[src/rtl/strap_pkg.sv]
package strap_pkg;

  typedef enum logic [1:0] {
    PH_HOLD = 2'd0,
    PH_SHOW = 2'd1,
    PH_LED  = 2'd2
  } phase_e;

  // Place a 2-bit crystal code into a trap word at bit position lsb.
  function automatic logic [15:0] trap_compose(input logic [15:0] base,
                                               input logic [1:0]  code,
                                               input int          lsb);
    logic [15:0] mask;
    mask = 16'(2'b11) << lsb;
    return (base & ~mask) | (16'(code) << lsb);
  endfunction

  // Pad levels shown during the post-reset window: active-low copy of the code.
  function automatic logic [1:0] show_level(input logic [1:0] code);
    return ~code;
  endfunction

endpackage

[src/rtl/pad_sync.sv]
module pad_sync #(
  parameter int NPAD = 2
) (
  input  logic            clk,
  input  logic [NPAD-1:0] pad_in,
  output logic [NPAD-1:0] lvl
);
  // Free-running so the strap level is settled when reset lifts.
  for (genvar i = 0; i < NPAD; i++) begin : g_pad
    logic s1, s2;
    always_ff @(posedge clk) begin
      s1 <= pad_in[i];
      s2 <= s1;
    end
    assign lvl[i] = s2;
  end
endmodule

[src/rtl/phase_seq.sv]
module phase_seq
  import strap_pkg::*;
#(
  parameter int WIN_CYCLES = 77500
) (
  input  logic   clk,
  input  logic   rst_n,
  output phase_e phase,
  output logic   cap_evt,
  output logic   in_window,
  output logic   in_led
);
  localparam int CW = $clog2(WIN_CYCLES + 1);

  logic [CW-1:0] cnt;

  always_ff @(posedge clk or negedge rst_n) begin
    if (!rst_n) begin
      phase <= PH_HOLD;
      cnt   <= '0;
    end else begin
      unique case (phase)
        PH_HOLD: begin
          phase <= PH_SHOW;
          cnt   <= '0;
        end
        PH_SHOW: begin
          if (cnt == CW'(WIN_CYCLES - 1)) phase <= PH_LED;
          else                            cnt   <= cnt + 1'b1;
        end
        default: phase <= PH_LED;
      endcase
    end
  end

  assign cap_evt   = (phase == PH_HOLD);
  assign in_window = (phase == PH_SHOW);
  assign in_led    = (phase == PH_LED);
endmodule

[src/rtl/strap_capture.sv]
module strap_capture
  import strap_pkg::*;
#(
  parameter int          FSEL_LSB  = 9,
  parameter logic [15:0] TRAP_BASE = 16'h79CF
) (
  input  logic        clk,
  input  logic        rst_n,
  input  logic        take,
  input  logic [1:0]  lvl,
  output logic [1:0]  code,
  output logic [15:0] word
);
  always_ff @(posedge clk or negedge rst_n) begin
    if (!rst_n)    code <= 2'b00;
    else if (take) code <= lvl;
  end

  assign word = trap_compose(TRAP_BASE, code, FSEL_LSB);
endmodule

[src/rtl/pad_mux.sv]
module pad_mux
  import strap_pkg::*;
#(
  parameter int NPAD = 2
) (
  input  phase_e          phase,
  input  logic [1:0]      code,
  input  logic            led_en,
  input  logic [NPAD-1:0] link_up,
  output logic [NPAD-1:0] pad_oe,
  output logic [NPAD-1:0] pad_out
);
  logic [1:0] shown;
  assign shown = show_level(code);

  for (genvar i = 0; i < NPAD; i++) begin : g_pad
    always_comb begin
      unique case (phase)
        PH_SHOW: begin
          pad_oe[i]  = 1'b1;
          pad_out[i] = shown[i];
        end
        PH_LED: begin
          pad_oe[i]  = led_en;
          pad_out[i] = ~link_up[i];
        end
        default: begin
          pad_oe[i]  = 1'b0;
          pad_out[i] = 1'b0;
        end
      endcase
    end
  end
endmodule

[src/rtl/strap_led_pins.sv]
module strap_led_pins
  import strap_pkg::*;
#(
  parameter int          WIN_CYCLES = 77500,
  parameter int          FSEL_LSB   = 9,
  parameter logic [15:0] TRAP_BASE  = 16'h79CF
) (
  input  logic        clk,
  input  logic        rst_n,
  input  logic        led_en,
  input  logic [1:0]  link_up,
  input  logic [1:0]  pad_in,
  output logic [1:0]  pad_oe,
  output logic [1:0]  pad_out,
  output logic [15:0] trap_word
);
  phase_e     phase;
  logic       cap_evt, in_window, in_led;
  logic [1:0] sync_lvl;
  logic [1:0] code;

  pad_sync #(.NPAD(2)) u_sync (
    .clk(clk), .pad_in(pad_in), .lvl(sync_lvl)
  );

  phase_seq #(.WIN_CYCLES(WIN_CYCLES)) u_seq (
    .clk(clk), .rst_n(rst_n), .phase(phase),
    .cap_evt(cap_evt), .in_window(in_window), .in_led(in_led)
  );

  strap_capture #(.FSEL_LSB(FSEL_LSB), .TRAP_BASE(TRAP_BASE)) u_cap (
    .clk(clk), .rst_n(rst_n), .take(cap_evt), .lvl(sync_lvl),
    .code(code), .word(trap_word)
  );

  pad_mux #(.NPAD(2)) u_mux (
    .phase(phase), .code(code), .led_en(led_en), .link_up(link_up),
    .pad_oe(pad_oe), .pad_out(pad_out)
  );
endmodule

[config.mk]
export PLATFORM = sky130hd
export DESIGN_NAME = strap_led_pins
export DESIGN_NICKNAME = d
export VERILOG_FILES = /design/src/rtl/strap_pkg.sv /design/src/rtl/pad_sync.sv /design/src/rtl/phase_seq.sv /design/src/rtl/strap_capture.sv /design/src/rtl/pad_mux.sv /design/src/rtl/strap_led_pins.sv
export SDC_FILE = /design/constraint.sdc
export NUM_CORES = 1
export LEC_CHECK = 0
export BUFFER_PORTS_ARGS = -buffer_cell sky130_fd_sc_hd__buf_2
export CORE_AREA = 3 3 54 56
export CTS_BUF_LIST = sky130_fd_sc_hd__clkbuf_16
export DETAILED_ROUTE_END_ITERATION = 8
export DIE_AREA = 0 0 57 59
export PLACE_DENSITY = 0.82
export SYNTH_ARGS = -nofsm -noshare
export SYNTH_HDL_FRONTEND = slang
export SYNTH_SLANG_ARGS = --single-unit
[constraint.sdc]
create_clock -name clk -period 4.8 [get_ports clk]
set_input_delay 1.2 -clock clk [delete_from_list [all_inputs] [get_ports clk]]
set_output_delay 1.2 -clock clk [all_outputs]
set_load 0.02 [all_outputs]
==> results.cfg, run 1 <==
[logic_synthesis]
synth.area.top_cells = dfrtp_1 (39%), buf_4 (8.3%), dfxtp_1 (5.9%)
ys_seq_area_share_pct = 44.8
yosysWarnings = 0
synth_cell_types = 37
synthArstFlopShare_pct = 84.0
yosys.area.top_type = dfrtp_1
synth_area_um2 = 1350
synth_ff_type = dfrtp_1
postSynthCellCount = 134
ys_ff_latch = 25
synth_edf_count = 0
avgSynthCellArea_um2 = 10.1
post-synth-top-count-cell = dfrtp_1
yosysTopAreaCellShare_pct = 38.9
synth_common_cells = dfrtp_1 (21), buf_4 (15), nand2_1 (15), nand3_1 (9), inv_1 (7)

[setup_path]
critical_path.most_common_cell = inv_1
crit_chain = inv_1 > ha_1 > inv_1 > o22ai_1 > and2_1 > buf_2
cpPeakStageDelay_ns = 0.40
critPathKind = reg -> out
crit_path_max_fanout = 12
start_kind = flip-flop
slowest_stage = dfrtp_1
critPathBufInv = 3
worst_ep_arrival_time_ns = 1.96
cp-end-kind = primary output
path_delay_family = buffers and inverters
required_ns = 3.60

[timing]
rsz0062_at_grt = no
setup_viol = 0
fin_skew_ns = 0.00199
slew_viol_final = 0
post-route-period-util_pct = 65.8
hold_viol = 0
relSlewSlack_pct = 55.0
finalSetupTns_ns = 0
max_freq_mhz = 317
fin_crit_ns = 3.16
worst_slew_pin_slew_ns = 0.669

[clocking]
holdBufCountCts = 0
postCtsSetupRepairBufs = 0
clk-insertion-delay-late_ns = 0.26
cts_buffer_depth = 2
cts_resized = 0
cts_max_level = 1
ctsRootBufferMaster = clkbuf_16
clock_sinks = 25
clkTransAtPathRegs_ns = 0.06
cts_tree = built
numCtsBuffers = 3

[floorplan]
dieArea_um2 = 3360
fp.dieW_um = 57
fp-row-count = 18
ios = 27
fp.dieH_um = 59
start_util_pct = 54.6
core_um2 = 2480

[drt]
vias = 997
dr.pass1.iters = 4
drc = 0
routedWlPerCell_um = 14.6
wirelength_mm = 2.53
detail-route-antenna-nets = 0
drtIter0Drc = 19
vias_per_cell = 5.76

[placed_design]
routabilityCongestion = 0.794
dp.cells = 169
numPortBuffers = 12
post-dp-hpwl_mm = 1.82

[pwr]
leakage_nw = 0.678
max-vdd-ir-drop_uv = 235
cellPowerDensity_nw_per_um2 = 285

[grt]
grt_pass1_vias = 965
grt_overflow = 0
grt_max_degree = 22
grt_pass1_wl_mm = 4.37
antenna_found_initial = 0
grt.total_usage_pct = 16.7

[cells_and_area]
fillers = 231
layout.nets = 155
area_growth_pct = 7.22
layout-drive-gt1-share_pct = 16.1
final_cells = 173
antenna_cells = 0

[job]
cap_violations = 0

[run_status]
status = completed

[min_path]
hold_path_class = reg -> reg
worst reg2reg max path, cell delays in order (launching register included):
cell	delay, ns
dfrtp_1	0.40
inv_1	0.09
ha_1	0.40
nand3_1	0.23
nor4_1	0.56
nand3_1	0.18
mux2i_1	0.20
metal layers:
metal | wire, um | global-route usage, % | up-vias
met5 | 0 | 0 | -
met4 | 13 | 4.64 | 0
met3 | 139 | 4.79 | 2
met2 | 1340 | 29.5 | 29
met1 | 1040 | 20.0 | 502
li1 | - | - | 464
state kept, by name, summed over array words and instances (netlist names):
name / flops
u_cap.code: 2
u_seq.phase: 2
u_seq.cnt: 17
u_sync.g_pad.s2: 2
u_sync.g_pad.s1: 2
cells in the final DEF (no fill, tap or decap), types with 4 or more instances in the layout:
cell,synthesis,final
ha_1,4,4
conb_1,2,14
dfrtp_1,21,21
dfxtp_1,4,4
nand3_1,9,9
buf_2,0,12
mux2i_1,6,6
nand2_1,15,15
inv_1,7,7
o22ai_1,6,6
layout make-up:
cell class / instances / area (um^2) / area share [%]
multi-input combinational: 95 / 638 / 44.0
sequential: 25 / 606 / 41.8
clock buffer: 3 / 75.1 / 5.18
timing repair buffer: 12 / 60.1 / 4.14
tap: 30 / 37.5 / 2.59
inverter: 7 / 26.3 / 1.81
clock inverter: 1 / 7.51 / 0.518
logic make-up after synthesis:
kind of cell / after synthesis / synth area share, %
and+or+nand+nor: 41 / 16.7
buffers and inverters: 26 / 11.4
DFF: 25 / 44.8
AOI/OAI and AO/OA: 23 / 13.5
muxes: 8 / 6.11
xor gates and xnor gates: 5 / 3.24
adders and majority gates: 4 / 3.70
other: 2 / 0.555
through the flow:
| stage | utilization [%] | area (um^2) | setup WS (ns) | hold slack (ns) | power, mW |
|---|---|---|---|---|---|
| global route | 58.5 | 1450 | 1.48 | 0.337 | 0.427 |
| floorplan | - | 1400 | 1.77 | 0.310 | 0.235 |
| finish | 58.5 | 1450 | 1.64 | 0.334 | 0.414 |
| detailed placement | 55.2 | 1370 | 1.89 | 0.322 | 0.232 |
| CTS | 58.5 | 1450 | 1.63 | 0.337 | 0.416 |
| global placement | 55.2 | 1370 | 1.90 | 0.312 | 0.231 |
where the power goes:
part	total, mW	leakage [nW]	switching [mW]	internal [mW]
logic	0.0153	0.328	0.0136	0.00173
clock network	0.186	0.0371	0.0733	0.113
registers	0.212	0.312	0.000394	0.212
worst paths after layout:
kind | start | cells after the start | endpoint | slack [ns]
min in group asynchronous | rst_n | 1 | u_seq.cnt[12]$_DFFE_PN0P_ | 0.89
worst max register to register | u_seq.phase[1]$_DFFE_PN0P_ | 6 | u_seq.cnt[15]$_DFFE_PN0P_ | 2.65
max in group asynchronous | rst_n | 1 | u_seq.cnt[14]$_DFFE_PN0P_ | 3.59
worst max-delay path | u_seq.phase[1]$_DFFE_PN0P_ | 6 | pad_out[0] | 1.64
worst min register to register | u_sync.g_pad[0].s1$_DFF_P_ | 0 | u_sync.g_pad[0].s2$_DFF_P_ | 0.33
worst min-delay path | u_sync.g_pad[0].s1$_DFF_P_ | 0 | u_sync.g_pad[0].s2$_DFF_P_ | 0.33
No activity file was read; power rests on OpenSTA's default activity.
==> run 2: changes to the inputs <==
--- a/config.mk
+++ b/config.mk
@@ -6,11 +6,11 @@
 export NUM_CORES = 1
 export LEC_CHECK = 0
 export BUFFER_PORTS_ARGS = -buffer_cell sky130_fd_sc_hd__buf_2
-export CORE_AREA = 3 3 54 56
+export CORE_AREA = 3 3 58 60
 export CTS_BUF_LIST = sky130_fd_sc_hd__clkbuf_16
 export DETAILED_ROUTE_END_ITERATION = 8
-export DIE_AREA = 0 0 57 59
-export PLACE_DENSITY = 0.82
+export DIE_AREA = 0 0 61 63
+export PLACE_DENSITY = 0.76
 export SYNTH_ARGS = -nofsm -noshare
 export SYNTH_HDL_FRONTEND = slang
 export SYNTH_SLANG_ARGS = --single-unit
==> constraint.sdc (replaced) <==
create_clock -name clk -period 2.6 [get_ports clk]
set_input_delay 0.65 -clock clk [delete_from_list [all_inputs] [get_ports clk]]
set_output_delay 0.65 -clock clk [all_outputs]
set_load 0.02 [all_outputs]
==> results.cfg, run 2 (same netlist as run 1, synthesis figures left out) <==
[timing]
max_freq_mhz = 439
fin_skew_ns = 0.00137
setup_ws_ns = 0.322
finalHoldWorstSlack_ns = 0.332
relSlewSlack_pct = 55.4
worst_slew_pin_slew_ns = 0.663
slew_viol_final = 0
rsz0062_at_grt = no
post-route-period-util_pct = 87.6
finalSetupTns_ns = 0
fin_crit_ns = 2.28
setup_viol = 0
hold_viol = 0

[cells_and_area]
multi_input_area_um2 = 638
layout.nets = 156
final_cells = 177
largest-register = u_seq.cnt
fillers = 270
area_growth_pct = 8.05
mostFrequentLayoutCells = dfrtp_1 (21), nand2_1 (15), conb_1 (14)
antenna_cells = 0
largest_reg_flops = 17
layout-drive-gt1-share_pct = 16.7
mostFrequentLayoutCell = dfrtp_1
finish.utilization_pct = 49.1
register_area_um2 = 606
final_area_um2 = 1460

[pwr]
leakage_nw = 0.682
p_total_uw = 763
cellPowerDensity_nw_per_um2 = 522
max-vdd-ir-drop_uv = 411

[grt]
grt_pass1_vias = 984
top_usage_layer = met2
grt_max_degree = 22
use_met2_pct = 22.7
grt.met1_usage_pct = 18.8
grt_overflow = 0
antenna_found_initial = 0
grt_pass1_wl_mm = 4.35
grt_use_met3_pct = 4.75
grt.total_usage_pct = 14.6

[setup_path]
rr_startpoint = u_seq.phase[1]$_DFFE_PN0P_
crit_path_max_fanout = 12
required_ns = 1.95
start_kind = flip-flop
worst_ep_arrival_time_ns = 1.63
critPathKind = reg -> out
cp-end-kind = primary output
startpoint = u_seq.phase[1]$_DFFE_PN0P_

[drt]
detail-route-antenna-nets = 0
vias_per_cell = 5.66
drc = 0
vias = 1001
drtIter0Drc = 48
routedWlPerCell_um = 15.0
dr.pass1.iters = 4
wirelength_mm = 2.66

[clocking]
clkTransAtPathRegs_ns = 0.06
holdBufCountCts = 0
clk-insertion-delay-late_ns = 0.26
cts_resized = 0
clock_sinks = 25
numCtsBuffers = 3
cts_buffer_depth = 2
cts_max_level = 1
cts_tree = built
postCtsSetupRepairBufs = 0
ctsRootBufferMaster = clkbuf_16

[floorplan]
core_um2 = 2980
start_util_pct = 45.4
fp-row-count = 20
fp.dieW_um = 61
dieArea_um2 = 3840
fp.dieH_um = 63
ios = 27

[run_status]
status = completed

[placed_design]
numPortBuffers = 12
pre_cts_ws_ns = 0.618
dp.cells = 173
routabilityCongestion = 0.808
post-dp-hpwl_mm = 1.89
postPlaceCellArea_um2 = 1380

[job]
cap_violations = 0

[min_path]
hold_path_class = in -> async
run 2: cell count changes in the layout (fill, tap and decap cells not counted), sizes merged:
cell / previous run / this run
buf: 12 / 13
run 2: area by class of cell:
class	count	area share (%)
clock buffers	3	5.14
clock inverters	1	0.514
flip-flops and latches	25	41.4
multi-input cells	95	43.7
well taps	33	2.83
inverters	7	1.80
repair buffers	13	4.62
run 2: power breakdown:
group	leakage (nW)	switching, mW	total (mW)	internal (mW)
clock network	0.0371	0.135	0.343	0.209
registers	0.312	0.000651	0.392	0.391
logic	0.332	0.0247	0.0279	0.00319
run 2: routing by layer:
layer | part of all wire, % | up-vias
li1 | - | 468
met1 | 44 | 481
met2 | 49 | 48
met3 | 6.0 | 4
met4 | 1.5 | 0
met5 | 0 | -
run 2: worst max-delay path: stages (launching register included):
cell and delay, ns:
dfrtp_1 0.38, inv_1 0.07, ha_1 0.19, inv_1 0.26
o22ai_1 0.15, and2_1 0.16, buf_2 0.15
run 2: worst paths after layout:
path	to	slack [ns]	depth (start not counted)
max	pad_out[0]	0.32	6
min	u_seq.cnt[9]$_DFFE_PN0P_	0.33	1
max reg2reg	u_seq.cnt[15]$_DFFE_PN0P_	0.62	7
min reg2reg	u_sync.g_pad[0].s2$_DFF_P_	0.33	0
max in group asynchronous	u_seq.cnt[6]$_DFFE_PN0P_	1.95	1
min in group clk	u_sync.g_pad[0].s2$_DFF_P_	0.33	0
